$ cat src/rtl/spi_fram_pkg.sv
package spi_fram_pkg;

  localparam logic [7:0] OP_SETWEL = 8'h06;
  localparam logic [7:0] OP_STATRD = 8'h05;
  localparam logic [7:0] OP_STATWR = 8'h01;
  localparam logic [2:0] TAIL_RD   = 3'b011;
  localparam logic [2:0] TAIL_WR   = 3'b010;

  typedef enum logic [2:0] {
    PH_OPC, PH_ADDR, PH_WDATA, PH_RDATA, PH_SWR, PH_SRD, PH_SKIP
  } phase_t;

  typedef struct packed {
    logic latchHi;
    logic latchLo;
    logic commitMem;
    logic commitStat;
    logic latchWp;
    logic incAddr;
    logic loadMem;
    logic loadStat;
    logic shiftOut;
    logic setWel;
    logic clrWel;
    logic clrOut;
  } strobes_t;

endpackage

$ cat src/rtl/spi_fram_ctl.sv
module spi_fram_ctl
  import spi_fram_pkg::*;
(
  input  logic     clk,
  input  logic     rstN,
  input  logic     csN,
  input  logic     sck,
  input  logic     si,
  input  logic     holdN,
  output strobes_t stb,
  output logic [7:0] rxByte,
  output phase_t   phase,
  output logic     holdActive
);

  logic       sckPrev, csPrev;
  logic [2:0] bitCnt;
  logic [6:0] rxSh;
  logic       rdFrame, wrFrame;
  logic       sckRise, sckFall;
  phase_t     nextPhase;
  logic       setRd, setWr;

  always_comb begin
    sckRise   = !csN && !holdActive && sck && !sckPrev;
    sckFall   = !csN && !holdActive && !sck && sckPrev;
    rxByte    = {rxSh, si};
    stb       = '0;
    nextPhase = phase;
    setRd     = 1'b0;
    setWr     = 1'b0;
    if (csN) begin
      stb.clrOut = 1'b1;
      stb.clrWel = !csPrev && wrFrame;
      nextPhase  = PH_OPC;
    end else begin
      if (sckRise) begin
        unique case (phase)
          PH_OPC: if (bitCnt == 3'd7) begin
            if (rxByte == OP_SETWEL) begin
              stb.setWel = 1'b1;
              nextPhase  = PH_SKIP;
            end else if (rxByte == OP_STATRD) begin
              nextPhase = PH_SRD;
            end else if (rxByte == OP_STATWR) begin
              setWr     = 1'b1;
              nextPhase = PH_SWR;
            end else if (rxByte[7:4] == 4'h0 && rxByte[2:0] == TAIL_RD) begin
              stb.latchHi = 1'b1;
              setRd       = 1'b1;
              nextPhase   = PH_ADDR;
            end else if (rxByte[7:4] == 4'h0 && rxByte[2:0] == TAIL_WR) begin
              stb.latchHi = 1'b1;
              setWr       = 1'b1;
              nextPhase   = PH_ADDR;
            end else begin
              nextPhase = PH_SKIP;
            end
          end
          PH_ADDR: if (bitCnt == 3'd7) begin
            stb.latchLo = 1'b1;
            nextPhase   = rdFrame ? PH_RDATA : PH_WDATA;
          end
          PH_WDATA: begin
            stb.latchWp = (bitCnt == 3'd0);
            if (bitCnt == 3'd7) begin
              stb.commitMem = 1'b1;
              stb.incAddr   = 1'b1;
            end
          end
          PH_RDATA: stb.incAddr = (bitCnt == 3'd7);
          PH_SWR: begin
            stb.latchWp = (bitCnt == 3'd0);
            if (bitCnt == 3'd7) begin
              stb.commitStat = 1'b1;
              nextPhase      = PH_SKIP;
            end
          end
          default: ;
        endcase
      end
      if (sckFall && (phase == PH_RDATA || phase == PH_SRD)) begin
        stb.loadMem  = (bitCnt == 3'd0) && (phase == PH_RDATA);
        stb.loadStat = (bitCnt == 3'd0) && (phase == PH_SRD);
        stb.shiftOut = (bitCnt != 3'd0);
      end
    end
  end

  always_ff @(posedge clk or negedge rstN) begin
    if (!rstN) begin
      sckPrev    <= 1'b0;
      csPrev     <= 1'b1;
      holdActive <= 1'b0;
      bitCnt     <= '0;
      rxSh       <= '0;
      phase      <= PH_OPC;
      rdFrame    <= 1'b0;
      wrFrame    <= 1'b0;
    end else begin
      sckPrev <= sck;
      csPrev  <= csN;
      phase   <= nextPhase;
      if (csN)       holdActive <= 1'b0;
      else if (!sck) holdActive <= !holdN;
      if (csN)          bitCnt <= '0;
      else if (sckRise) bitCnt <= bitCnt + 3'd1;
      if (sckRise) rxSh <= rxByte[6:0];
      if (csN) begin
        rdFrame <= 1'b0;
        wrFrame <= 1'b0;
      end else begin
        if (setRd) rdFrame <= 1'b1;
        if (setWr) wrFrame <= 1'b1;
      end
    end
  end

  // a held transfer keeps its bit position and phase
  p_hold_freeze_r10: assert property (@(posedge clk) disable iff (!rstN)
    $past(holdActive) && !$past(csN) |-> $stable(bitCnt) && $stable(phase))
    else $error("hold did not freeze the transfer");

endmodule

$ cat src/rtl/spi_fram_dp.sv
module spi_fram_dp
  import spi_fram_pkg::*;
#(
  parameter int ADDR_W = 9
) (
  input  logic       clk,
  input  logic       rstN,
  input  strobes_t   stb,
  input  logic [7:0] rxByte,
  input  logic       wpN,
  output logic       so,
  output logic       outOn
);

  localparam int DEPTH = 1 << ADDR_W;

  logic [7:0]        mem [DEPTH];
  logic [ADDR_W-1:0] addr;
  logic              hiBit, wel, wpByte;
  logic [1:0]        prot;
  logic [7:0]        txSh;
  logic              inProt, memOk, statOk;
  logic [7:0]        statusByte;

  always_comb begin
    unique case (prot)
      2'b00:   inProt = 1'b0;
      2'b01:   inProt = (addr[ADDR_W-1 -: 2] == 2'b11);
      2'b10:   inProt = addr[ADDR_W-1];
      default: inProt = 1'b1;
    endcase
    statOk     = wel && wpByte;
    memOk      = statOk && !inProt;
    statusByte = {4'b0000, prot, wel, 1'b0};
  end

  always_ff @(posedge clk) begin
    if (stb.commitMem && memOk) mem[addr] <= rxByte;
  end

  always_ff @(posedge clk or negedge rstN) begin
    if (!rstN) begin
      addr   <= '0;
      hiBit  <= 1'b0;
      wel    <= 1'b0;
      wpByte <= 1'b0;
      prot   <= 2'b00;
      txSh   <= '0;
      outOn  <= 1'b0;
    end else begin
      if (stb.latchHi) hiBit <= rxByte[3];
      if (stb.latchLo)      addr <= ADDR_W'({hiBit, rxByte});
      else if (stb.incAddr) addr <= addr + ADDR_W'(1);
      if (stb.clrWel)      wel <= 1'b0;
      else if (stb.setWel) wel <= 1'b1;
      if (stb.latchWp) wpByte <= wpN;
      if (stb.commitStat && statOk) prot <= rxByte[3:2];
      if (stb.loadMem)       txSh <= mem[addr];
      else if (stb.loadStat) txSh <= statusByte;
      else if (stb.shiftOut) txSh <= {txSh[6:0], 1'b0};
      if (stb.clrOut) outOn <= 1'b0;
      else if (stb.loadMem || stb.loadStat) outOn <= 1'b1;
    end
  end

  assign so = txSh[7];

  // the frame-end clear always leaves the latch low
  p_wel_drop_r6: assert property (@(posedge clk) disable iff (!rstN)
    stb.clrWel |=> !wel)
    else $error("write-enable latch survived frame end");

  // the top address steps to zero
  p_wrap_r4: assert property (@(posedge clk) disable iff (!rstN)
    stb.incAddr && !stb.latchLo && (&addr) |=> addr == '0)
    else $error("address did not wrap");

  // a status write with protect low leaves the field alone
  p_stat_lock_r7: assert property (@(posedge clk) disable iff (!rstN)
    stb.commitStat && !wpByte |=> $stable(prot))
    else $error("status changed under write protect");

endmodule

$ cat src/rtl/spi_fram_slave.sv
module spi_fram_slave
  import spi_fram_pkg::*;
#(
  parameter int ADDR_W = 9
) (
  input  logic clk,
  input  logic rstN,
  input  logic csN,
  input  logic sck,
  input  logic si,
  input  logic wpN,
  input  logic holdN,
  output logic so,
  output logic soOe
);

  strobes_t   stb;
  logic [7:0] rxByte;
  phase_t     phase;
  logic       holdActive;
  logic       outOn;

  spi_fram_ctl i_ctl (
    .clk        (clk),
    .rstN       (rstN),
    .csN        (csN),
    .sck        (sck),
    .si         (si),
    .holdN      (holdN),
    .stb        (stb),
    .rxByte     (rxByte),
    .phase      (phase),
    .holdActive (holdActive)
  );

  spi_fram_dp #(.ADDR_W(ADDR_W)) i_dp (
    .clk    (clk),
    .rstN   (rstN),
    .stb    (stb),
    .rxByte (rxByte),
    .wpN    (wpN),
    .so     (so),
    .outOn  (outOn)
  );

  assign soOe = outOn && !holdActive;

  // no drive once chip select has been high a full cycle
  p_hiz_idle_r11: assert property (@(posedge clk) disable iff (!rstN)
    csN && $past(csN) |-> !soOe)
    else $error("output driven while deselected");

  // no drive in the opcode and address bytes
  p_hiz_cmd_r11: assert property (@(posedge clk) disable iff (!rstN)
    (phase == PH_OPC || phase == PH_ADDR) |-> !soOe)
    else $error("output driven during command bytes");

endmodule

$ cat config.mk
export PLATFORM = sky130hd
export DESIGN_NAME = spi_fram_slave
export DESIGN_NICKNAME = d
export VERILOG_FILES = /design/src/rtl/spi_fram_pkg.sv /design/src/rtl/spi_fram_ctl.sv /design/src/rtl/spi_fram_dp.sv /design/src/rtl/spi_fram_slave.sv
export SDC_FILE = /design/constraint.sdc
export NUM_CORES = 2
export LEC_CHECK = 0
export CAP_MARGIN = 20
export CORE_MARGIN = 2
export CORE_UTILIZATION = 25
export DETAILED_ROUTE_END_ITERATION = 6
export DONT_BUFFER_PORTS = 1
export PLACE_DENSITY = 0.36
export SETUP_SLACK_MARGIN = 0.02
export SLEW_MARGIN = 20
export SYNTH_ARGS = -nofsm -noshare
export SYNTH_HDL_FRONTEND = slang
export SYNTH_SLANG_ARGS = --single-unit
$ cat constraint.sdc
create_clock -name clk -period 10.1 [get_ports clk]
set_input_delay 1.01 -clock clk [delete_from_list [all_inputs] [get_ports clk]]
set_output_delay 1.01 -clock clk [all_outputs]
set_load 0.03 [all_outputs]
==> metrics.md <==
| Metric | Value |
|---|---|
| Run status | finished clean |
| Worst-margin pin slew | 1.22 ns |
| Post-route DRC | 0 |
| Post-synth ARST share | 0.991% |
| P per Cell Area | 214 nW/um2 |
| Source-to-sink clock delay at the later pin of the worst-skew pair | 1.05 ns |
| Share of synthesized area occupied by flip-flops and latches | 77.2% |
| Largest clock skew in the final design | 0.0955 ns |
| Total detailed-routing wirelength | 569 mm |
| Combinational family with the most area after synthesis | multiplexers |
| Required arrival time at the worst endpoint | 10.99 ns |
| Setup Viol. Count Final | 0 |
| Site row count | 294 |
| Slowest Stage Delay on Critical Path | 0.87 ns |
| Worst slew margin relative to its limit | 17.8% |
| Adder-cell share of the synthesized area | 0.0545% |
| Level count of the clock H-tree | 5 |
| Static leakage power | 59.2 nW |
| Synthesis warning total | 0 |
| Critical path startpoint | i_dp.addr[1] |
| Standard cell core area | 640000 um2 |
| Cell count after synthesis | 7645 |
| Number of setup buffers added after CTS | 0 |
| Count of final hold-check violations | 0 |
| Ports placed on the boundary | 9 |
| Cell with the biggest individual delay on the critical path | dfrtp_4 |
| HP Class | input port to register |
| Setup Total Neg Slack | 0 ns |
| Worst setup SP type | register |
| Top Family by Delay on Critical Path | buffers and inverters |
| Via density | 4.78 |
| Fraction of layout cells with a size suffix above 1 | 24.0% |
| Buffers and inverters on the worst path | 3 |
| Final cell utilization of the core | 29.2% |
| Total congestion overflow | 0 |
| Synth top area share | 76.6% |
| Horizontal die dimension | 806 um |
| Post-detailed-route wirelength per cell | 33.7 um |
| Flops & latches, synth | 4137 |
| Floorplan die height | 806 um |
| Hold Buf Count CTS | 4 |
| Element type at the critical path end | register |
| Highest net fanout along the worst path | 73 |
| Most frequent cell on the critical path | buf_4 |
| Number of nets in the synthesized netlist | 7659 |
| IO Port Bufs | 0 |
| Mean area per synthesized cell | 21.0 um2 |
| Final Slew Violations | 0 |
| NumNets Final | 7908 |
| Max-cap violations | 0 |
| Area of the mapped netlist | 161000 um2 |
| Setup Crit Path Kind | register to register |
| Count of vias placed by the detailed router | 80700 |
| Compound-cell area share of the yosys netlist | 2.77% |
| Initial core utilization | 25.1% |
| Number of resized instances in the post-cts repair step | 0 |
| Worst reg2reg path startpoint | i_dp.addr[1] |
| Highest ir drop seen on vdd | 0.257 mV |
| CTS tree | done |
| Clock Tree Root | clkbuf_16 |
| Number of buffers between clock root and the deepest sink | 4 |
| Estimated wirelength of the detail-placed design | 348 mm |
| Weighted congestion at the end of routability-driven global placement | 0.786 |
| Simple-gate share of the synthesized area | 2.94% |
| Clock sink total | 4137 |
| Area contributors post-synth | edfxtp_1, mux4_2, mux2i_1 |
| Cells traversed along the worst timing path | buf_12, buf_4, mux4_2, mux2i_1, o22ai_1, a221oi_2, buf_4, o21ai_0, nor4_1, a21oi_1 |
| Clock slew seen by the registers of the worst setup and hold paths | 0.06 ns |
| Maximum clock rate | 178 MHz |
| Share of synthesized area spent on multiplexers | 15.6% |
| Overall die area | 649000 um2 |
| Number of CTS-inserted buffers | 465 |
| First-pass GRT wire length | 764 mm |
| Total Power Consumption | 40.0 mW |
| Most common cell after layout, fill and taps aside | edfxtp_1 |
| Layout overhead on the synthesized area | 16.5% |
| Number of synthesized flops with an enable pin | 4096 |
| Area leader, netlist | edfxtp_1 |
| RSZ-0062 raised after global routing | false |
| Antenna violations before repair | 59 |
| Number of nets with antenna violations after detailed routing | 0 |
| Pin count of the biggest net entering global routing | 210 |
| Launch point of the worst hold path | csN |
| Total routing usage reported by global routing | 17.1% |
| Final critical-path required period | 5.61 ns |
| DRC violation total after the first TritonRoute iteration | 8961 |
| Area share of xor/xnor cells in the synthesized design | 0.0218% |
| Most frequent cells in the layout | edfxtp_1, mux4_2, nor2_1, clkbuf_16, mux2i_1 |
| Fin crit share | 55.5% |
| Top FF cell, synth | edfxtp_1 |
| Vias in the first global route | 83300 |
| Setup slack of the worst register-to-register path | 4.49 ns |
| Library cells used by synthesis | 76 |
| Critical Path AT | 6.50 ns |
| DR pass1 iterations | 5 |
flip-flops by register name, indices dropped and copies added (netlist names):
signal / flops
i_ctl.bitCnt: 3
i_ctl.csPrev: 1
i_ctl.holdActive: 1
i_ctl.phase: 3
i_ctl.rdFrame: 1
i_ctl.rxSh: 7
i_ctl.sckPrev: 1
i_ctl.wrFrame: 1
i_dp.addr: 9
i_dp.hiBit: 1
i_dp.mem: 4096
i_dp.outOn: 1
i_dp.prot: 2
i_dp.txSh: 8
i_dp.wel: 1
i_dp.wpByte: 1
metal layers:
layer  share of wire (%)  vias up  track usage, %  routed length [um]
met4                 2.9       10            4.55               16600
met2                  48     2684            28.2              272000
met1                  43    44800            23.5              247000
met3                 6.0      682            3.03               34000
met5              0.0097        -               0                  55
li1                    -    32500               -                   -
synthesized netlist by cell type, types with 14 or more instances:
cell type	count
buf_4	38
mux2i_1	325
clkbuf_1	170
a22oi_1	215
dfrtp_1	40
nand4_1	42
nand3_1	73
o22ai_1	67
buf_1	60
nor2b_1	14
o211ai_1	14
nor3_1	38
mux4_2	948
edfxtp_1	4096
mux2_2	39
nor2_1	579
a22o_1	41
a211oi_1	20
o21ai_0	46
a21oi_1	103
nand2_1	219
buf_2	193
nor4_1	17
a221oi_1	34
a31oi_1	21
cell type report:
cell class              instances  area (um2)
fillers                     62500      453000
clock inverters               280        2880
multi-input cells            3024       34700
repair buffers                254        2410
well taps                    8584       10700
inverters                      12        63.8
clock buffers                 577       12100
diodes                          9        22.5
flip-flops and latches       4137      124000
kinds of logic (layout without fill, tap and decap cells):
kind of cell	after synthesis	after routing
AOI/OAI and AO/OA	629	629
DFF	4137	4137
muxes	1312	1312
and+or+nand+nor	1072	1072
buffers and inverters	484	1123
adders and majority gates	7	7
xor gates and xnor gates	4	4
other	0	9
final timing paths:
kind	endpoint	depth (start not counted)
worst max-delay path	i_dp.txSh[1]	10
worst min-delay path	i_ctl.phase[0]	1
worst max register to register	i_dp.txSh[1]	10
worst min register to register	i_ctl.rdFrame	2
max in group asynchronous	i_dp.addr[0]	2
min in group asynchronous	i_ctl.rxSh[6]	2
power by group:
group	leakage [nW]	switching (mW)	internal, mW
Combinational	14.3	2.08	0.154
Sequential	37.6	0.186	20.7
Clock	7.28	7.24	9.58
Total	59.2	9.51	30.5
through the flow:
stage	instance area (um2)	setup WS, ns	hold WS, ns	std cells
2_1_floorplan	161000	2.23	0.457	7645
3_3_place_gp	172000	4.01	0.500	16000
3_5_place_dp	172000	4.39	0.506	16000
4_1_cts	187000	4.34	0.00467	16900
5_1_grt	187000	4.24	0.0519	16900
6_report	187000	4.49	0.114	16900
Note: power is estimated with default switching activity, not from simulation.
